### config.mk
export PLATFORM = sky130hd
export DESIGN_NAME = hbridge_ctrl
export DESIGN_NICKNAME = d
export VERILOG_FILES = /design/src/rtl/hbridge_ctrl.sv
export SDC_FILE = /design/constraint.sdc
export NUM_CORES = 1
export LEC_CHECK = 0
export BUFFER_PORTS_ARGS = -buffer_cell sky130_fd_sc_hd__buf_2
export CAP_MARGIN = 20
export CORE_AREA = 3 3 75 77
export DETAILED_ROUTE_END_ITERATION = 16
export DIE_AREA = 0 0 78 80
export SKIP_CTS_REPAIR_TIMING = 1
export SLEW_MARGIN = 10
export SYNTH_ARGS = -nofsm -noshare
export SYNTH_HDL_FRONTEND = slang
export SYNTH_SLANG_ARGS = --single-unit
### constraint.sdc
create_clock -name clk -period 3.01 [get_ports clk]
set_clock_uncertainty 0.15 [all_clocks]
set_input_delay 0.903 -clock clk [delete_from_list [all_inputs] [get_ports clk]]
set_output_delay 0.903 -clock clk [all_outputs]
set_load 0.02 [all_outputs]
### src/rtl/hbridge_ctrl.sv
module hbridge_ctrl #(
  parameter int DELAY_CYC = 1000
) (
  input  logic clk,
  input  logic rst_n,
  input  logic dir_a,
  input  logic dir_b,
  input  logic pwm,
  input  logic en_a,
  input  logic en_b,
  input  logic ot_a,
  input  logic sat_a,
  input  logic ot_b,
  input  logic sat_b,
  input  logic supply_bad,
  input  logic test_mode,
  input  logic load_open,
  output logic hs_a,
  output logic ls_a,
  output logic hs_b,
  output logic ls_b,
  output logic diag_a,
  output logic diag_b
);
  localparam int NIN = 12;
  localparam int CW  = $clog2(DELAY_CYC + 1);
  localparam logic [CW-1:0] LOAD = CW'(DELAY_CYC);

  logic [NIN-1:0] raw, s1, s2;
  assign raw = {dir_b, dir_a, pwm, en_b, en_a, ot_b, sat_b, ot_a, sat_a,
                supply_bad, test_mode, load_open};

  always_ff @(posedge clk or negedge rst_n)
    if (!rst_n) begin
      s1 <= '0;
      s2 <= '0;
    end else begin
      s1 <= raw;
      s2 <= s1;
    end

  logic [1:0] sdir, sen, fsrc;
  logic       spwm, ssup, stest, sload;
  assign sdir  = s2[11:10];
  assign spwm  = s2[9];
  assign sen   = s2[8:7];
  assign fsrc  = {s2[6] | s2[5], s2[4] | s2[3]};
  assign ssup  = s2[2];
  assign stest = s2[1];
  assign sload = s2[0];

  logic [1:0]    dir_q, flt, mask, chg, rise, hold, live_mask;
  logic [CW-1:0] cnt;

  assign chg       = sdir ^ dir_q;
  assign rise      = sdir & ~dir_q;
  assign live_mask = (cnt != '0) ? mask : 2'b00;
  assign hold      = chg | live_mask;

  always_ff @(posedge clk or negedge rst_n)
    if (!rst_n) begin
      dir_q <= '0;
      cnt   <= '0;
      mask  <= '0;
      flt   <= '0;
    end else begin
      dir_q <= sdir;
      flt   <= fsrc | (flt & ~rise);
      if (|chg) begin
        cnt  <= LOAD;
        mask <= live_mask | chg;
      end else if (cnt != '0) begin
        cnt <= cnt - 1'b1;
      end else begin
        mask <= '0;
      end
    end

  logic [1:0] hs_d, ls_d, dg_d, hs_q, ls_q, dg_q;

  for (genvar i = 0; i < 2; i++) begin : g_leg
    logic off;
    assign off     = ssup | ~sen[i] | flt[i] | fsrc[i] | hold[i];
    assign hs_d[i] = ~off & sdir[i];
    assign ls_d[i] = ~off & ~sdir[i] & spwm & ~stest;
    assign dg_d[i] = flt[i] | fsrc[i] | (stest & sload & sdir[1-i]);
  end

  always_ff @(posedge clk or negedge rst_n)
    if (!rst_n) begin
      hs_q <= '0;
      ls_q <= '0;
      dg_q <= '0;
    end else begin
      hs_q <= hs_d;
      ls_q <= ls_d;
      dg_q <= dg_d;
    end

  assign hs_a   = hs_q[0];
  assign ls_a   = ls_q[0];
  assign hs_b   = hs_q[1];
  assign ls_b   = ls_q[1];
  assign diag_a = dg_q[0];
  assign diag_b = dg_q[1];
endmodule


## Word-level counts from Yosys, hierarchy flattened

Cells that the tools add are included.

- Bitwise logic cells: 39
- Add/subtract/negate cells: 1
- Reductions and logical operators: 3
- Multiplexer cells: 4

Operators by type and width:

| operator | count |
|---|---|
| $mux 10 | 2 |
| $or 1x1->1 | 14 |
| $and 1x1->1 | 11 |
| $reduce_bool 10->1 | 1 |
| $sub 10x1->10 const B | 1 |
| $not 1->1 | 7 |
| $and 2x2->2 | 2 |
| $mux 2 | 2 |
| $not 2->2 | 2 |
| $or 2x2->2 | 2 |
| $reduce_bool 2->1 | 1 |
| $reduce_or 2->1 | 1 |
| $xor 2x2->2 | 1 |

- Word-level logic and storage cells: 56
- Output and inout port bits: 6
- Input bits: 14
- Register bits: 46

## Depth between registers and ports, before layout

Gate-level depths: netlist (run 1).

- Depth after elaboration: 9
- Gate-level depth with buffers: 6
- Gate-level depth less buffers: 5

## Worst setup path after synthesis (run 1)

Ideal clock, no wire load.

- Kind: register to register
- Start: register cnt[0]
- End: register cnt[8]
- Path buffers: 0
- Period minus slack after synthesis: 1792 ps
- Cell stages (with the launch flop): 6
- Setup slack: 1218 ps
- Arrival: 1573 ps
- Path through: dfrtp_1 > inv_1 > ha_1 > or4b_4 > or4_1 > nand3_1

- Word-level cells in the longest chain between the ends: 3
- Elaborated cells on any way between the ends: 5
- Those cells by class: 1 x add/sub; 2 x mux; 2 x reduce/logical

Ends and longest elaborated chain:

| item | RTL line | RTL |
|---|---|---|
| start, declared | 53 | `logic [CW-1:0] cnt;` |
| start signal, assigned | 73 | `cnt <= cnt - 1'b1;` |
| $sub 10x1->10 | 73 |  |
| $mux 10 | 72 | `end else if (cnt != '0) begin` |
| $mux 10 | 69 | `if (\|chg) begin` |

Parallel ways exist; a longest one is shown, timed or not. The select of a mux whose other input is x is not followed.
A chain may end at the register's enable or synchronous reset.

## Worst setup path after layout (run 1)

- Start: register cnt[0]
- End: register hs_q[0]

- Word-level cells in the longest chain between the ends: 6

Ends and longest elaborated chain:

| item | RTL line | RTL |
|---|---|---|
| $reduce_bool 10->1 | 57 | `assign live_mask = (cnt != '0) ? mask : 2'b00;` |
| $mux 2 | n/a |  |
| $or 2x2->2 | 58 | `assign hold = chg \| live_mask;` |
| $or 1x1->1 | 83 | `assign off = ssup \| ~sen[i] \| flt[i] \| fsrc[i] \| hold[i];` |
| $not 1->1 | 84 | `assign hs_d[i] = ~off & sdir[i];` |
| $and 1x1->1 | 84 |  |
| named net hs_d[0] | 79 | `logic [1:0] hs_d, ls_d, dg_d, hs_q, ls_q, dg_q;` |
| end signal, assigned | 95 | `hs_q <= hs_d;` |
| end, declared | 79 |  |

The timed path passes the listed nets, and every way through them passes these cells.

==> metrics.md, run 1 <==
| Metric | Value |
|---|---|
| Pin count of the biggest net entering global routing | 47 |
| Unrepaired setup endpoints after global routing | false |
| Layout net count | between 150 and 200 |
| Number of synthesized register bits | 46 |
| Total I/O pin count | 20 |
| Count of nets left with antenna violations after detail routing | 0 |
| Ratio of routed vias to standard cells | between 4 and 5 |
| Fill cell total of the finished layout | between 500 and 600 |
| Instance count of the mapped netlist | approximately 120 |
| Post-route non-filler standard cell count | around 220 |
| Critical Path Start Type | flip-flop |
| Switching share of power | 24.8% |
| Slowest cell on crit path | dfrtp_1 |
| Worst r2r src | cnt[0] |
| Share of the synthesized netlist area taken by xor and xnor gates | 0% |
| Deepest level of the CTS H-tree | 2 |
| Data required time at the worst endpoint | approximately 3.1 ns |
| Largest vdd supply drop | around 0.4 mV |
| Adder and majority cell fraction of the synthesized area | under 10% |
| Die ar. | 6240 um^2 |
| Met2 track utilization from global routing | a little under a fifth |
| Setup violations, final | 0 |
| Count of endpoints failing hold in the final timing report | 0 |
| Critical Path Sink Type | flip-flop |
| Drc violations | 0 |
| Clk network pwr share | between 30% and 40% |
| Share of cell area taken by muxes after synthesis | 0% |
| Final Util | a little under two fifths |
| Final number of max-transition violations | 0 |
| Logic depth of the worst register-to-register path | 5 |
| CTS tree | done |
| Clock root cell | clkbuf_8 |
| Leakage | about 0.81 nW |
| Cell count of the worst hold path | 0 |
| Sequential cell fraction of total power | about three fifths |
| Switching pwr | ~0.28 mW |
| Syn-to-layout area delta | 17.6% |
| Ranking of synthesized cells by area | dfrtp_1 70%, ha_1 3.0%, inv_1 2.5% |
| Maximum achievable frequency | roughly 490 MHz |
| GR peak layer | met2 |
| Outcome | finished clean |
| Clock transition at the registers of the reported paths | ~0.09 ns |
| Critical Path Max Stage Delay | 0.43 ns |
| Starting density of the core | 32.6% |
| Arrival time worst endpoint | 2.09 ns |
| Post-synthesis instance area | about 1700 um^2 |
| Maximum capacitance violations | 0 |
| Proportion of layout cells with a drive suffix above 1 | around 23% |
| HP Start | s1[5] |
| Number of cell rows | 26 |
| Compound-cell area share of the yosys netlist | 11.8% |
| Port buffer count | 19 |
| Yosys top cell area share | between 60% and 70% |
| Slew of the pin with the lowest slew margin | approximately 0.7 ns |
| Remaining Overflow, GRT | 0 |
| DRC marker count from the first detailed-route iteration | slightly above 40 |
| Final wirelength | 2740 um |
| Syn avg cell area | 13.5 um^2 |
| DR vias | between 1k and 1.5k |
| Most frequently used flop master after synthesis | dfrtp_1 |
| Design internal power | approximately 0.85 mW |
| Comb pwr share | approximately 7.4% |
| Sequential cell area fraction in the yosys report | 69.6% |
| Drt pass-1 iters | 4 |
| Launch point of the worst path | cnt[0] |
| Overall global routing resource usage | between 10 and 15% |
| N_diodes | 0 |
| Final Hold Slack | ~0.2 ns |
| Number of buffers inserted during clock tree synthesis | 5 |
| Critical Path, Cell by Cell | inv_1 > ha_1 > nor3b_2 > nand3_1 > a211oi_1 |
| Routability congestion estimate from global placement | roughly 0.72 |
| Critical Setup Path Class | reg -> reg |
| Cell variety after synth | 33 |
| Clock sink count | 46 |
| Total negative setup slack | 0 ns |
| Relative max-transition margin | 54.2% |
| First-pass GRT wire length | about 4800 um |
| Most area-hungry cell type in the Yosys netlist | dfrtp_1 |
| Die W | roughly 78 um |
| Global-route met3 utilization | ~3.2% |
| Portion of the clock cycle consumed by the worst path in the final layout | 67.9% |
| Clock insertion delay at the later pin of the skew report | around 0.29 ns |
| Minimum period implied by the final worst setup slack | between 2 and 2.5 ns |
| Maximum net fanout on the critical path | 9 |
| Main combinational cell family by area after synthesis | simple AND/OR/NAND/NOR gates |
| Average detailed-routed wire length per instance | 12.5 um |
| CTS max path bufs | 2 |
| Power density over the cells | between 500 and 600 nW/um^2 |
| Area inside the core boundary | 5070 um^2 |
| Number of instances in the placed design | roughly 210 |
| Via count of the first global-routing pass | between 1k and 1.5k |
| Post-synth EDFFs | 0 |
| Antenna violations before repair | 0 |
| Worst min-delay path class | reg -> reg |
| Dpl hpwl | a little under 2000 um |
| Synth Warn # | 0 |
| Post-synth ARST share | 100% |
| Simple logic cell fraction of the synthesized area | approximately an eighth |
| Die height | around 80 um |
| Global-route track usage on met1 | a little over a tenth |
| Nets in the synthesized netlist | between 100 and 150 |
==> sequential cells by signal (all words and copies together), names as in the netlist <==
| signal | cells |
|---|---|
| cnt | 10 |
| dg_q | 2 |
| dir_q | 2 |
| flt | 2 |
| hs_q | 2 |
| ls_q | 2 |
| mask | 2 |
| s1 | 12 |
| s2 | 12 |
==> cell usage after synthesis (2+ instances only) <==
cell      count
dfrtp_1      46
or4_1         2
inv_1        11
a21o_1        3
nor2_1        2
o21ai_0       5
a211oi_1      5
o31ai_1       3
nand2_1       5
nor3b_1       2
nor3_1        4
ha_1          4
o211ai_1      2
nand4b_1      4
nand3_1       6
==> worst max-delay path, delay by kind of cell (launching register included) <==
| kind | cells | cell delay [ns] |
|---|---|---|
| buffers and inverters | 1 | 0.12 |
| adders and majority gates | 1 | 0.16 |
| and+or+nand+nor | 2 | 0.74 |
| DFF | 1 | 0.43 |
| AOI/OAI and AO/OA | 1 | 0.34 |
==> layout by cell type, fill, tap and decap left out <==
cell type / Yosys / layout
a2111oi_1: 1 / 1
a211o_1: 1 / 1
a211oi_1: 5 / 5
a21o_1: 3 / 3
a21oi_1: 1 / 1
a311o_1: 1 / 1
a31o_2: 1 / 1
a31oi_1: 1 / 1
and2_1: 1 / 1
and3_1: 1 / 1
buf_12: 0 / 1
buf_2: 0 / 19
clkbuf_8: 0 / 5
clkinvlp_4: 0 / 2
dfrtp_1: 46 / 46
ha_1: 4 / 4
inv_1: 11 / 11
inv_6: 0 / 1
nand2_1: 5 / 5
nand3_1: 6 / 6
nand4b_1: 4 / 4
nor2_1: 2 / 2
nor3_1: 4 / 4
nor3b_1: 2 / 2
nor3b_2: 1 / 1
o211ai_1: 2 / 2
o21ai_0: 5 / 5
o22ai_1: 1 / 1
o311ai_0: 1 / 1
o31ai_1: 3 / 3
o41ai_1: 1 / 1
or2_2: 1 / 1
or3_1: 1 / 1
or3_2: 1 / 1
or4_1: 2 / 2
or4_4: 1 / 1
or4b_4: 1 / 1
==> area by class of cell <==
cell class | count | area [um^2] | area share (%)
Clock buffer | 5 | 68.8 | 3.54
Tap cell | 70 | 87.6 | 4.50
Timing Repair Buffer | 20 | 115 | 5.92
Clock inverter | 3 | 23.8 | 1.22
Multi-Input combinational cell | 64 | 457 | 23.5
Inverter | 11 | 41.3 | 2.12
Sequential cell | 46 | 1150 | 59.2
==> metal layers <==
layer  up-vias  routed length (um)
met2        30                1440
met1       499                1090
met4         0                  25
met5         -                   0
li1        495                   -
met3         4                 179
==> cells by family after synthesis <==
family / count (synthesis)
compound gates: 27
buf+inv: 12
simple gates: 33
flops: 46
fa+ha+maj: 4
==> power groups by stage <==
stage,registers (mW),clock network [mW],logic (mW)
after global routing,0.670,0.428,0.0975
after detailed placement,0.678,0,0.0855
after floorplan,0.672,0,0.0506
after CTS,0.665,0.398,0.0856
final,0.665,0.378,0.0834
after global placement,0.676,0,0.0845
==> metrics by stage <==
stage	total power, mW	instance area [um^2]	setup WS [ns]
3_3_place_gp	0.760	1850	1.11
3_5_place_dp	0.763	1850	0.971
4_1_cts	1.15	1940	0.967
5_1_grt	1.19	1940	0.715
2_1_floorplan	0.723	1650	1.22
6_report	1.13	1940	0.966
==> path summary, 6_finish.rpt <==
path,to,slack [ns]
worst min register to register,s2[5],0.20
worst min-delay path,s2[5],0.20
worst max register to register,hs_q[0],0.97
min in group asynchronous,cnt[5],0.41
max in group asynchronous,s2[5],2.07
worst max-delay path,hs_q[0],0.97
Power figures use the tool's default switching activity.
==> run 2: changes to the inputs <==
==> constraint.sdc (replaced) <==
create_clock -name clk -period 1.85 [get_ports clk]
set_clock_uncertainty 0.15 [all_clocks]
set_input_delay 0.555 -clock clk [delete_from_list [all_inputs] [get_ports clk]]
set_output_delay 0.555 -clock clk [all_outputs]
set_load 0.02 [all_outputs]
==> run 2 against run 1 <==
- total power increased by 67%
- via count increased by 4.3%
- routed wire length increased by 8.6%
- non-clock buffer count increased by 11
- maximum frequency increased by 11%
- cell count increased by 5.0%
- sequential power increased by 62%
- sequential share of layout area decreased by 3.1 points
- core utilization increased by 2.1 points
- critical endpoint is now cnt[8]
==> metrics.md, run 2 (synthesis gave the netlist of run 1 again) <==
| Metric | Value |
|---|---|
| Pin count of the biggest net entering global routing | 25 |
| Unrepaired setup endpoints after global routing | true |
| Maximum achievable frequency | about 540 MHz |
| Multi-input gate area | about 480 um^2 |
| Count of endpoints failing hold in the final timing report | 0 |
| Number of cell rows | 26 |
| Largest registers | s1 (12), s2 (12), cnt (10) |
| Worst r2r src | cnt[1] |
| Maximum capacitance violations | 0 |
| Relative max-transition margin | about two thirds |
| Final Hold Slack | about 0.04 ns |
| Critical Setup Path Class | reg -> reg |
| Reg2reg end | cnt[8] |
| Final Util | between 40 and 50% |
| Slew of the pin with the lowest slew margin | about 0.47 ns |
| N_diodes | 0 |
| Count of nets left with antenna violations after detail routing | 0 |
| Antenna violations before repair | 0 |
| DR vias | 1072 |
| Drt pass-1 iters | 4 |
| Critical Path Start Type | flip-flop |
| Ratio of routed vias to standard cells | between 4 and 5 |
| First-pass GRT wire length | 5000 um |
| Die W | slightly below 80 um |
| Dpl hpwl | 2130 um |
| Leading cell type in the layout, fill and taps excluded | dfrtp_1 |
| Syn-to-layout area delta | 24.1% |
| Portion of the clock cycle consumed by the worst path in the final layout | between 90% and 100% |
| DRC marker count from the first detailed-route iteration | 40 |
| Drc violations | 0 |
| Leakage | ~0.87 nW |
| Leading cell types in the layout, fill and taps excluded | 46 x dfrtp_1, 19 x buf_2, 11 x buf_4 |
| Overall global routing resource usage | 10.4% |
| Via count of the first global-routing pass | 1139 |
| Routability congestion estimate from global placement | about 0.84 |
| CTS max path bufs | 2 |
| Proportion of layout cells with a drive suffix above 1 | around 31% |
| Outcome | finished clean |
| Data required time at the worst endpoint | just under 2 ns |
| Clock insertion delay at the later pin of the skew report | slightly below 0.3 ns |
| Total I/O pin count | 20 |
| Power density over the cells | roughly 910 nW/um^2 |
| Deepest level of the CTS H-tree | 2 |
| End of the critical path | cnt[8] |
| Register-to-register setup slack | around 0.0099 ns |
| Die ar. | 6240 um^2 |
| Largest vdd supply drop | approximately 0.43 mV |
| Arrival time worst endpoint | 1.92 ns |
| Final wirelength | about 3000 um |
| Fill cell total of the finished layout | ~490 |
| Maximum net fanout on the critical path | 4 |
| Launch point of the worst path | cnt[1] |
| Minimum period implied by the final worst setup slack | about 1.8 ns |
| Remaining Overflow, GRT | 0 |
| Clock transition at the registers of the reported paths | approximately 0.08 ns |
| Final number of max-transition violations | 0 |
| Die height | roughly 80 um |
| Logic depth of the worst register-to-register path | 5 |
| CTS tree | done |
| Setup violations, final | 0 |
| Storage cell area | ~1200 um^2 |
| Average detailed-routed wire length per instance | between 10 and 15 um |
| Area inside the core boundary | about 5100 um^2 |
| Number of buffers inserted during clock tree synthesis | 5 |
| Clock root cell | clkbuf_8 |
| Port buffer count | 19 |
| Layout net count | roughly 180 |
| Starting density of the core | between 30% and 40% |
| Clock sink count | 46 |
| Critical Path Sink Type | flip-flop |
| Worst min-delay path class | in -> async |
==> run 2: final cells by class <==
cell class                      instances  share of cell area, %
Inverter                               11                   2.01
Tap cell                               70                   4.27
Multi-Input combinational cell         64                   23.4
Clock buffer                            6                   4.02
Timing Repair Buffer                   31                   9.63
Sequential cell                        46                   56.1
Clock inverter                          2                  0.610
==> run 2: power breakdown <==
group	internal, mW	switching, mW	leakage, nW
Clock	0.300	0.316	0.0472
Combinational	0.0832	0.0954	0.306
Sequential	1.05	0.0322	0.520
==> run 2: through the flow <==
stage	power, mW	area [um^2]	TNS (ns)	worst slack (ns)	instances
2_1_floorplan	1.18	1650	0	0.0582	122
3_3_place_gp	1.26	1920	0	0.0351	220
3_5_place_dp	1.26	1920	-0.0252	-0.0252	220
4_1_cts	1.89	2010	-0.0489	-0.0489	228
5_1_grt	1.98	2050	-0.0417	-0.0406	230
6_report	1.88	2050	0	0.00989	230
==> run 2: worst min-delay path by stage <==
stage / from / end / slack [ns] / depth (start not counted)
after floorplan: rst_n / cnt[0] / 0.11 / 0
after global placement: s1[2] / s2[2] / 0.18 / 0
after detailed placement: s1[4] / s2[4] / 0.18 / 0
after CTS: rst_n / cnt[4] / 0.04 / 1
after global routing: rst_n / cnt[3] / 0.05 / 1
final: rst_n / cnt[9] / 0.04 / 1
==> run 2: critical path, cell delays in order (launching register included) <==
cell	delay, ns
dfrtp_1	0.41
inv_2	0.11
ha_4	0.14
or4b_4	0.48
or4_1	0.40
nand3_1	0.09
==> run 2: layer usage <==
metal	vias up	part of all wire, %	GRT usage (%)
met2	22	51	17.3
met5	-	0	0
met3	7	3.4	3.16
met4	0	1.6	5.77
met1	527	44	11.9
li1	516	-	-
